**config.mk**
```make
export PLATFORM = sky130hd
export DESIGN_NAME = onewire_slot_engine
export DESIGN_NICKNAME = d
export VERILOG_FILES = /design/src/rtl/onewire_pkg.sv /design/src/rtl/onewire_datapath.sv /design/src/rtl/onewire_ctrl.sv /design/src/rtl/onewire_slot_engine.sv
export SDC_FILE = /design/constraint.sdc
export NUM_CORES = 1
export LEC_CHECK = 0
export ABC_AREA = 1
export BUFFER_PORTS_ARGS = -buffer_cell sky130_fd_sc_hd__buf_2
export CORE_MARGIN = 1.5
export CORE_UTILIZATION = 40
export CTS_CLUSTER_DIAMETER = 80
export DETAILED_ROUTE_END_ITERATION = 8
export SLEW_MARGIN = 20
export SYNTH_ARGS = -nofsm -noshare
export SYNTH_HDL_FRONTEND = slang
export SYNTH_SLANG_ARGS = --single-unit
```
**constraint.sdc**
```tcl
create_clock -name clk -period 4.76 [get_ports clk]
set_input_delay 0.952 -clock clk [delete_from_list [all_inputs] [get_ports clk]]
set_output_delay 0.952 -clock clk [all_outputs]
set_load 0.02 [all_outputs]
```
**src/rtl/onewire_pkg.sv**
```systemverilog
package onewire_pkg;

  typedef enum logic [2:0] {
    CMD_RESET  = 3'd0,
    CMD_WR1    = 3'd1,
    CMD_WR0    = 3'd2,
    CMD_RDBIT  = 3'd3,
    CMD_WRBYTE = 3'd4,
    CMD_RDBYTE = 3'd5
  } cmd_e;

  typedef enum logic [1:0] {
    PH_IDLE,
    PH_LOW,
    PH_MID,
    PH_TAIL
  } phase_e;

  typedef enum logic [1:0] {
    KIND_RST,
    KIND_ONE,
    KIND_ZERO
  } kind_e;

  localparam int BASE_W = 9;

  // Phase lengths in microseconds, before the coefficient is applied.
  localparam logic [BASE_W-1:0] RST_LOW_US  = 9'd480;
  localparam logic [BASE_W-1:0] RST_MID_US  = 9'd70;
  localparam logic [BASE_W-1:0] RST_TAIL_US = 9'd410;
  localparam logic [BASE_W-1:0] ONE_LOW_US  = 9'd6;
  localparam logic [BASE_W-1:0] ONE_MID_US  = 9'd9;
  localparam logic [BASE_W-1:0] ONE_TAIL_US = 9'd55;
  localparam logic [BASE_W-1:0] ZER_LOW_US  = 9'd60;
  localparam logic [BASE_W-1:0] ZER_MID_US  = 9'd5;
  localparam logic [BASE_W-1:0] ZER_TAIL_US = 9'd5;

  typedef struct packed {
    logic              load;
    logic [BASE_W-1:0] baseUs;
    logic              shiftRx;
    logic              latchPres;
    logic              commitByte;
    logic              commitBit;
    logic              loadTx;
    logic              shiftTx;
  } strobe_t;

endpackage

```
**src/rtl/onewire_datapath.sv**
```systemverilog
module onewire_datapath
  import onewire_pkg::*;
#(
  parameter int CLKS_PER_US = 200,
  parameter int COEF_W      = 4
) (
  input  logic              clk,
  input  logic              rstN,
  input  strobe_t           stb,
  input  logic [COEF_W-1:0] coef,
  input  logic              busIn,
  input  logic [6:0]        dataInHi,
  output logic              txNext,
  output logic              expire,
  output logic [7:0]        dataOut,
  output logic              presence
);

  localparam int CYC_W = $clog2(CLKS_PER_US + 1);
  localparam int US_W  = BASE_W + COEF_W;
  localparam logic [CYC_W-1:0] CYC_LAST = CYC_W'(CLKS_PER_US - 1);

  logic [CYC_W-1:0]  cycCnt;
  logic [US_W-1:0]   usCnt;
  logic [US_W-1:0]   loadUs;
  logic [COEF_W-1:0] effCoef;
  logic              usTick;
  logic [6:0]        txReg;
  logic [7:0]        rxReg;

  assign effCoef = (coef == '0) ? COEF_W'(1) : coef;
  assign loadUs  = US_W'(stb.baseUs) * US_W'(effCoef);
  assign usTick  = (cycCnt == CYC_LAST);
  assign expire  = usTick && (usCnt == US_W'(1));
  assign txNext  = txReg[0];

  // Microsecond tick and phase down-counter.
  always_ff @(posedge clk or negedge rstN) begin
    if (!rstN) begin
      cycCnt <= '0;
      usCnt  <= '0;
    end else if (stb.load) begin
      cycCnt <= '0;
      usCnt  <= loadUs;
    end else if (usTick) begin
      cycCnt <= '0;
      if (usCnt != '0) usCnt <= usCnt - US_W'(1);
    end else begin
      cycCnt <= cycCnt + CYC_W'(1);
    end
  end

  // Transmit bits 7..1; bit 0 goes straight from the port into the first slot.
  always_ff @(posedge clk or negedge rstN) begin
    if (!rstN) txReg <= '0;
    else if (stb.loadTx) txReg <= dataInHi;
    else if (stb.shiftTx) txReg <= {1'b0, txReg[6:1]};
  end

  always_ff @(posedge clk or negedge rstN) begin
    if (!rstN) rxReg <= '0;
    else if (stb.shiftRx) rxReg <= {busIn, rxReg[7:1]};
  end

  always_ff @(posedge clk or negedge rstN) begin
    if (!rstN) begin
      dataOut  <= '0;
      presence <= 1'b1;
    end else begin
      if (stb.latchPres) presence <= busIn;
      if (stb.commitByte) dataOut <= rxReg;
      else if (stb.commitBit) dataOut <= {7'b0, rxReg[7]};
    end
  end

endmodule

```
**src/rtl/onewire_ctrl.sv**
```systemverilog
module onewire_ctrl
  import onewire_pkg::*;
(
  input  logic       clk,
  input  logic       rstN,
  input  logic       start,
  input  logic [2:0] cmd,
  input  logic       dataIn0,
  input  logic       pullupArm,
  input  logic       pullupEn,
  input  logic       txNext,
  input  logic       expire,
  output strobe_t    stb,
  output logic       busy,
  output logic       done,
  output logic       busDriveLow,
  output logic       strongPullup
);

  phase_e     phase, phaseN;
  cmd_e       op, opN;
  kind_e      kind, kindN, firstKind;
  logic [2:0] bitIdx, bitN;
  logic       doneN, spuN, pendReg, pendN;
  logic       cmdValid, byteOp;

  function automatic logic [BASE_W-1:0] lowUs(kind_e k);
    case (k)
      KIND_RST:  return RST_LOW_US;
      KIND_ZERO: return ZER_LOW_US;
      default:   return ONE_LOW_US;
    endcase
  endfunction

  function automatic logic [BASE_W-1:0] midUs(kind_e k);
    case (k)
      KIND_RST:  return RST_MID_US;
      KIND_ZERO: return ZER_MID_US;
      default:   return ONE_MID_US;
    endcase
  endfunction

  function automatic logic [BASE_W-1:0] tailUs(kind_e k);
    case (k)
      KIND_RST:  return RST_TAIL_US;
      KIND_ZERO: return ZER_TAIL_US;
      default:   return ONE_TAIL_US;
    endcase
  endfunction

  assign cmdValid    = (cmd <= 3'd5);
  assign byteOp      = (op == CMD_WRBYTE) || (op == CMD_RDBYTE);
  assign busy        = (phase != PH_IDLE);
  assign busDriveLow = (phase == PH_LOW);

  always_comb begin
    case (cmd)
      3'd0:    firstKind = KIND_RST;
      3'd2:    firstKind = KIND_ZERO;
      3'd4:    firstKind = dataIn0 ? KIND_ONE : KIND_ZERO;
      default: firstKind = KIND_ONE;
    endcase
  end

  always_comb begin
    stb    = '0;
    phaseN = phase;
    opN    = op;
    kindN  = kind;
    bitN   = bitIdx;
    doneN  = 1'b0;
    spuN   = strongPullup;
    pendN  = pendReg | pullupArm;
    case (phase)
      PH_IDLE: begin
        if (start && cmdValid) begin
          opN        = cmd_e'(cmd);
          kindN      = firstKind;
          bitN       = 3'd0;
          stb.load   = 1'b1;
          stb.baseUs = lowUs(firstKind);
          stb.loadTx = (cmd == 3'd4);
          phaseN     = PH_LOW;
        end
      end
      PH_LOW: begin
        if (expire) begin
          stb.load   = 1'b1;
          stb.baseUs = midUs(kind);
          phaseN     = PH_MID;
        end
      end
      PH_MID: begin
        if (expire) begin
          stb.load      = 1'b1;
          stb.baseUs    = tailUs(kind);
          stb.latchPres = (op == CMD_RESET);
          stb.shiftRx   = (op == CMD_RDBIT) || (op == CMD_RDBYTE);
          phaseN        = PH_TAIL;
        end
      end
      default: begin
        if (expire) begin
          if (byteOp && (bitIdx != 3'd7)) begin
            bitN        = bitIdx + 3'd1;
            kindN       = (op == CMD_WRBYTE && !txNext) ? KIND_ZERO : KIND_ONE;
            stb.shiftTx = (op == CMD_WRBYTE);
            stb.load    = 1'b1;
            stb.baseUs  = lowUs(kindN);
            phaseN      = PH_LOW;
            if (op == CMD_WRBYTE && bitIdx == 3'd6 && pendReg && pullupEn)
              spuN = 1'b1;
          end else begin
            phaseN         = PH_IDLE;
            doneN          = 1'b1;
            stb.commitByte = (op == CMD_RDBYTE);
            stb.commitBit  = (op == CMD_RDBIT);
            if (op == CMD_WRBYTE) begin
              spuN  = 1'b0;
              pendN = 1'b0;
            end
          end
        end
      end
    endcase
  end

  always_ff @(posedge clk or negedge rstN) begin
    if (!rstN) begin
      phase        <= PH_IDLE;
      op           <= CMD_RESET;
      kind         <= KIND_RST;
      bitIdx       <= '0;
      done         <= 1'b0;
      strongPullup <= 1'b0;
      pendReg      <= 1'b0;
    end else begin
      phase        <= phaseN;
      op           <= opN;
      kind         <= kindN;
      bitIdx       <= bitN;
      done         <= doneN;
      strongPullup <= spuN;
      pendReg      <= pendN;
    end
  end

endmodule

```
**src/rtl/onewire_slot_engine.sv**
```systemverilog
module onewire_slot_engine
  import onewire_pkg::*;
#(
  parameter int CLKS_PER_US = 200,
  parameter int COEF_W      = 4
) (
  input  logic              clk,
  input  logic              rstN,
  input  logic              start,
  input  logic [2:0]        cmd,
  input  logic [7:0]        dataIn,
  input  logic [COEF_W-1:0] coef,
  input  logic              pullupArm,
  input  logic              pullupEn,
  input  logic              busIn,
  output logic              busy,
  output logic              done,
  output logic [7:0]        dataOut,
  output logic              presence,
  output logic              busDriveLow,
  output logic              strongPullup
);

  strobe_t stb;
  logic    txNext;
  logic    expire;

  onewire_ctrl u_ctrl (
    .clk          (clk),
    .rstN         (rstN),
    .start        (start),
    .cmd          (cmd),
    .dataIn0      (dataIn[0]),
    .pullupArm    (pullupArm),
    .pullupEn     (pullupEn),
    .txNext       (txNext),
    .expire       (expire),
    .stb          (stb),
    .busy         (busy),
    .done         (done),
    .busDriveLow  (busDriveLow),
    .strongPullup (strongPullup)
  );

  onewire_datapath #(
    .CLKS_PER_US (CLKS_PER_US),
    .COEF_W      (COEF_W)
  ) u_dp (
    .clk      (clk),
    .rstN     (rstN),
    .stb      (stb),
    .coef     (coef),
    .busIn    (busIn),
    .dataInHi (dataIn[7:1]),
    .txNext   (txNext),
    .expire   (expire),
    .dataOut  (dataOut),
    .presence (presence)
  );

endmodule

```
==> results.cfg <==
[detailed_routing]
vias = 4121
ant_nets = 0
drt-total-wl_um = 10600
vias_per_cell = 4.95
topRoutingLayerUsed = met4
drt-pass1-iter-count = 5
drc = 0
met3_length_um = 469
dr.first_iter.drc_count = 245
wl_per_cell_um = 12.7
wl_met1_um = 5020
wl_met2_um = 4910

[critical_path]
end_kind = flip-flop
cpMaxStageDelayCell = fa_1
rr_startpoint = u_ctrl.bitIdx[1]
startpoint_type = input port
critPathMaxFanout = 5
cp.arrival_ps = 4410
cp-startpoint = cmd[1]
critical-path-max-stage-delay_ps = 560
cpMostUsedCell = nand2_1
cp.required_ps = 4980
critPathKind = in2reg
crit_buf_inv = 6
cpLargestDelayFamily = adder cells

[die]
die_h_um = 111
core-area_um2 = 11400
io-pin-count = 34
initial_core_util_pct = 41.1
dieArea_um2 = 12400
num_rows = 39
die_w_um = 111

[min_path]
hold_path_class = reg2reg
hp-start = u_dp.presence

[synth]
synth_common_cells = nand2_1, inv_1, nor2_1
ys_ff_latch = 58
synthCells = 647
netlist_area_um2 = 4690
synth_area_per_cell_um2 = 7.25
yosysWarnings = 0
synth_top_cell_by_area = dfrtp_1
synthArstFlopShare_pct = 100
yosysSeqAreaShare_pct = 31.0
yosysUniqueCellTypes = 42
synth_top_area_share_pct = 30.4
yosys_most_used_dff = dfrtp_1
synthTopCellsByArea = dfrtp_1, nand2_1, inv_1
syn-num-nets = 710
post-synth-top-count-cell = nand2_1
synth_edf_count = 0

[layout]
fill_cells = 1170
drive_above_1_share_pct = 14.7
n_antenna_cell = 0
stdcell_count = 832
area_growth_pct = 13.5
final_core_util_pct = 46.6
fin_nets = 747

[sta]
maxSlewViolCount = 0
tns_ps = 0
hold_viol = 0
slew_headroom_pct = 50.0
max_freq_mhz = 239
fin_crit_sh_pct = 88.0
setup_viol = 0
tightest_slew_ps = 751
clock_skew_ps = 7.66
layout_min_cycle_time_ps = 4190
rsz0062_at_grt = no

[clock_network]
tritoncts = done
clk_pin_slew_ps = 60
cts.sinks = 58
postCtsResizedCells = 0
cts_buffers = 9
post_cts_buffers = 0
cts-root-buf = clkbuf_16
cts_buffer_depth = 2
htreeDepth = 3
ctsHoldBuffers = 0
clock_latency_ps = 330

[power]
p_per_area_nw_per_um2 = 499
ir_drop_uv = 246
p_leak_nw = 2.87

[global_routing]
grtUsageTotal_pct = 18.5
grt_pass1_wl_um = 19100
grt.overflow.total = 0
grt_max_degree = 59
antenna_found_initial = 0
grt_pass1_vias = 4164

[placement]
place_hpwl_um = 8070
place.port_buffers = 33
dp_cells = 816
gp_congestion = 0.920

[flow_run]
max_cap_viol_count = 0

[run_status]
status = completed
[cells in the final DEF (no fill, tap or decap), types with 2 or more instances in the layout]
master	count
inv_1	99
clkbuf_16	9
nor3b_1	2
o21ai_0	14
o21ai_1	20
fa_1	14
nand3_1	68
nand3_2	5
a21oi_1	9
a31oi_1	2
mux2_2	6
nor2_4	6
nand3b_1	3
ha_1	28
nand2_4	4
a21boi_0	2
xnor2_1	3
nand4_1	6
clkinv_4	2
nor3_1	6
nor2_1	79
nor2_2	5
nand2_1	161
or2_2	2
bufinv_16	3
buf_2	33
inv_2	5
dfrtp_1	57
o21ai_2	3
buf_4	2
xor2_1	8
nand2_2	10
[per-layer routing]
metal | global-route usage, % | vias to the layer above
met5 | 0 | -
met4 | 5.23 | 0
met3 | 3.06 | 14
met2 | 30.7 | 94
met1 | 24.9 | 1893
li1 | - | 2120
[through the flow]
stage	instance area (um2)	power, mW	hold slack (ps)	worst slack (ps)
3_5_place_dp	4980	1.90	451	248
5_1_grt	5320	2.92	481	137
4_1_cts	5320	2.67	460	581
3_3_place_gp	4980	1.88	446	298
2_1_floorplan	4690	1.65	433	761
6_report	5320	2.66	455	571
[cell families (layout without fill, tap and decap cells)]
group / after synthesis / in the layout / synth area share [%]
XOR/XNOR: 11 / 11 / 2.05
multiplexers: 6 / 6 / 1.44
AND/OR/NAND/NOR: 361 / 361 / 35.6
AO/OA/AOI/OAI: 55 / 55 / 6.59
buffers and inverters: 114 / 156 / 9.92
adder cells (fa/ha/maj): 42 / 42 / 13.4
flip-flops: 58 / 58 / 31.0
[report_power, final]
group | switching, mW | internal [mW]
Sequential | 0.123 | 0.624
Combinational | 0.757 | 0.400
Clock | 0.240 | 0.513
[worst reg2reg max path: stages (launching register included)]
cell and delay [ps]:
dfrtp_1 410, ha_1 200, ha_1 220, nor2_1 280, nand3_2 170, o21ai_2 250
nand2_1 140, nor2_1 150, fa_1 420, inv_1 80, fa_1 410, inv_1 70
ha_1 270, a21oi_1 320, nor2_1 80, nor2_1 140, nand3b_1 100, nand2_1 80
nand3_1 70, nand2_1 80, nor2_1 40
[flip-flops by register name, indices dropped and copies added (netlist names)]
name and flops:
u_ctrl.done 1, u_ctrl.phase 2, u_dp.presence 1, u_dp.dataOut 8
u_dp.txReg 7, u_ctrl.op 3, u_ctrl.kind 2, u_dp.usCnt 13
u_ctrl.strongPullup 1, u_ctrl.bitIdx 3, u_dp.rxReg 8, u_dp.cycCnt 8
u_ctrl.pendReg 1
[worst paths after layout]
kind | endpoint | slack (ps) | cells after the start
min in group asynchronous | u_dp.dataOut[3] | 780 | 2
max in group asynchronous | u_ctrl.bitIdx[1] | 3490 | 2
min | u_dp.presence | 450 | 2
min reg2reg | u_dp.presence | 450 | 2
max reg2reg | u_dp.usCnt[10] | 680 | 20
max | u_dp.usCnt[9] | 570 | 26
[final cells by class]
class                           instances  area, um2  area share, %
Timing Repair Buffer                   35        180           3.38
Tap cell                              143        179           3.36
Clock inverter                          6        115           2.16
Multi-Input combinational cell        475       2770           52.1
Clock buffer                           10        229           4.30
Sequential cell                        58       1450           27.3
Inverter                              105        395           7.43
Note: power is estimated with default switching activity, not from simulation.
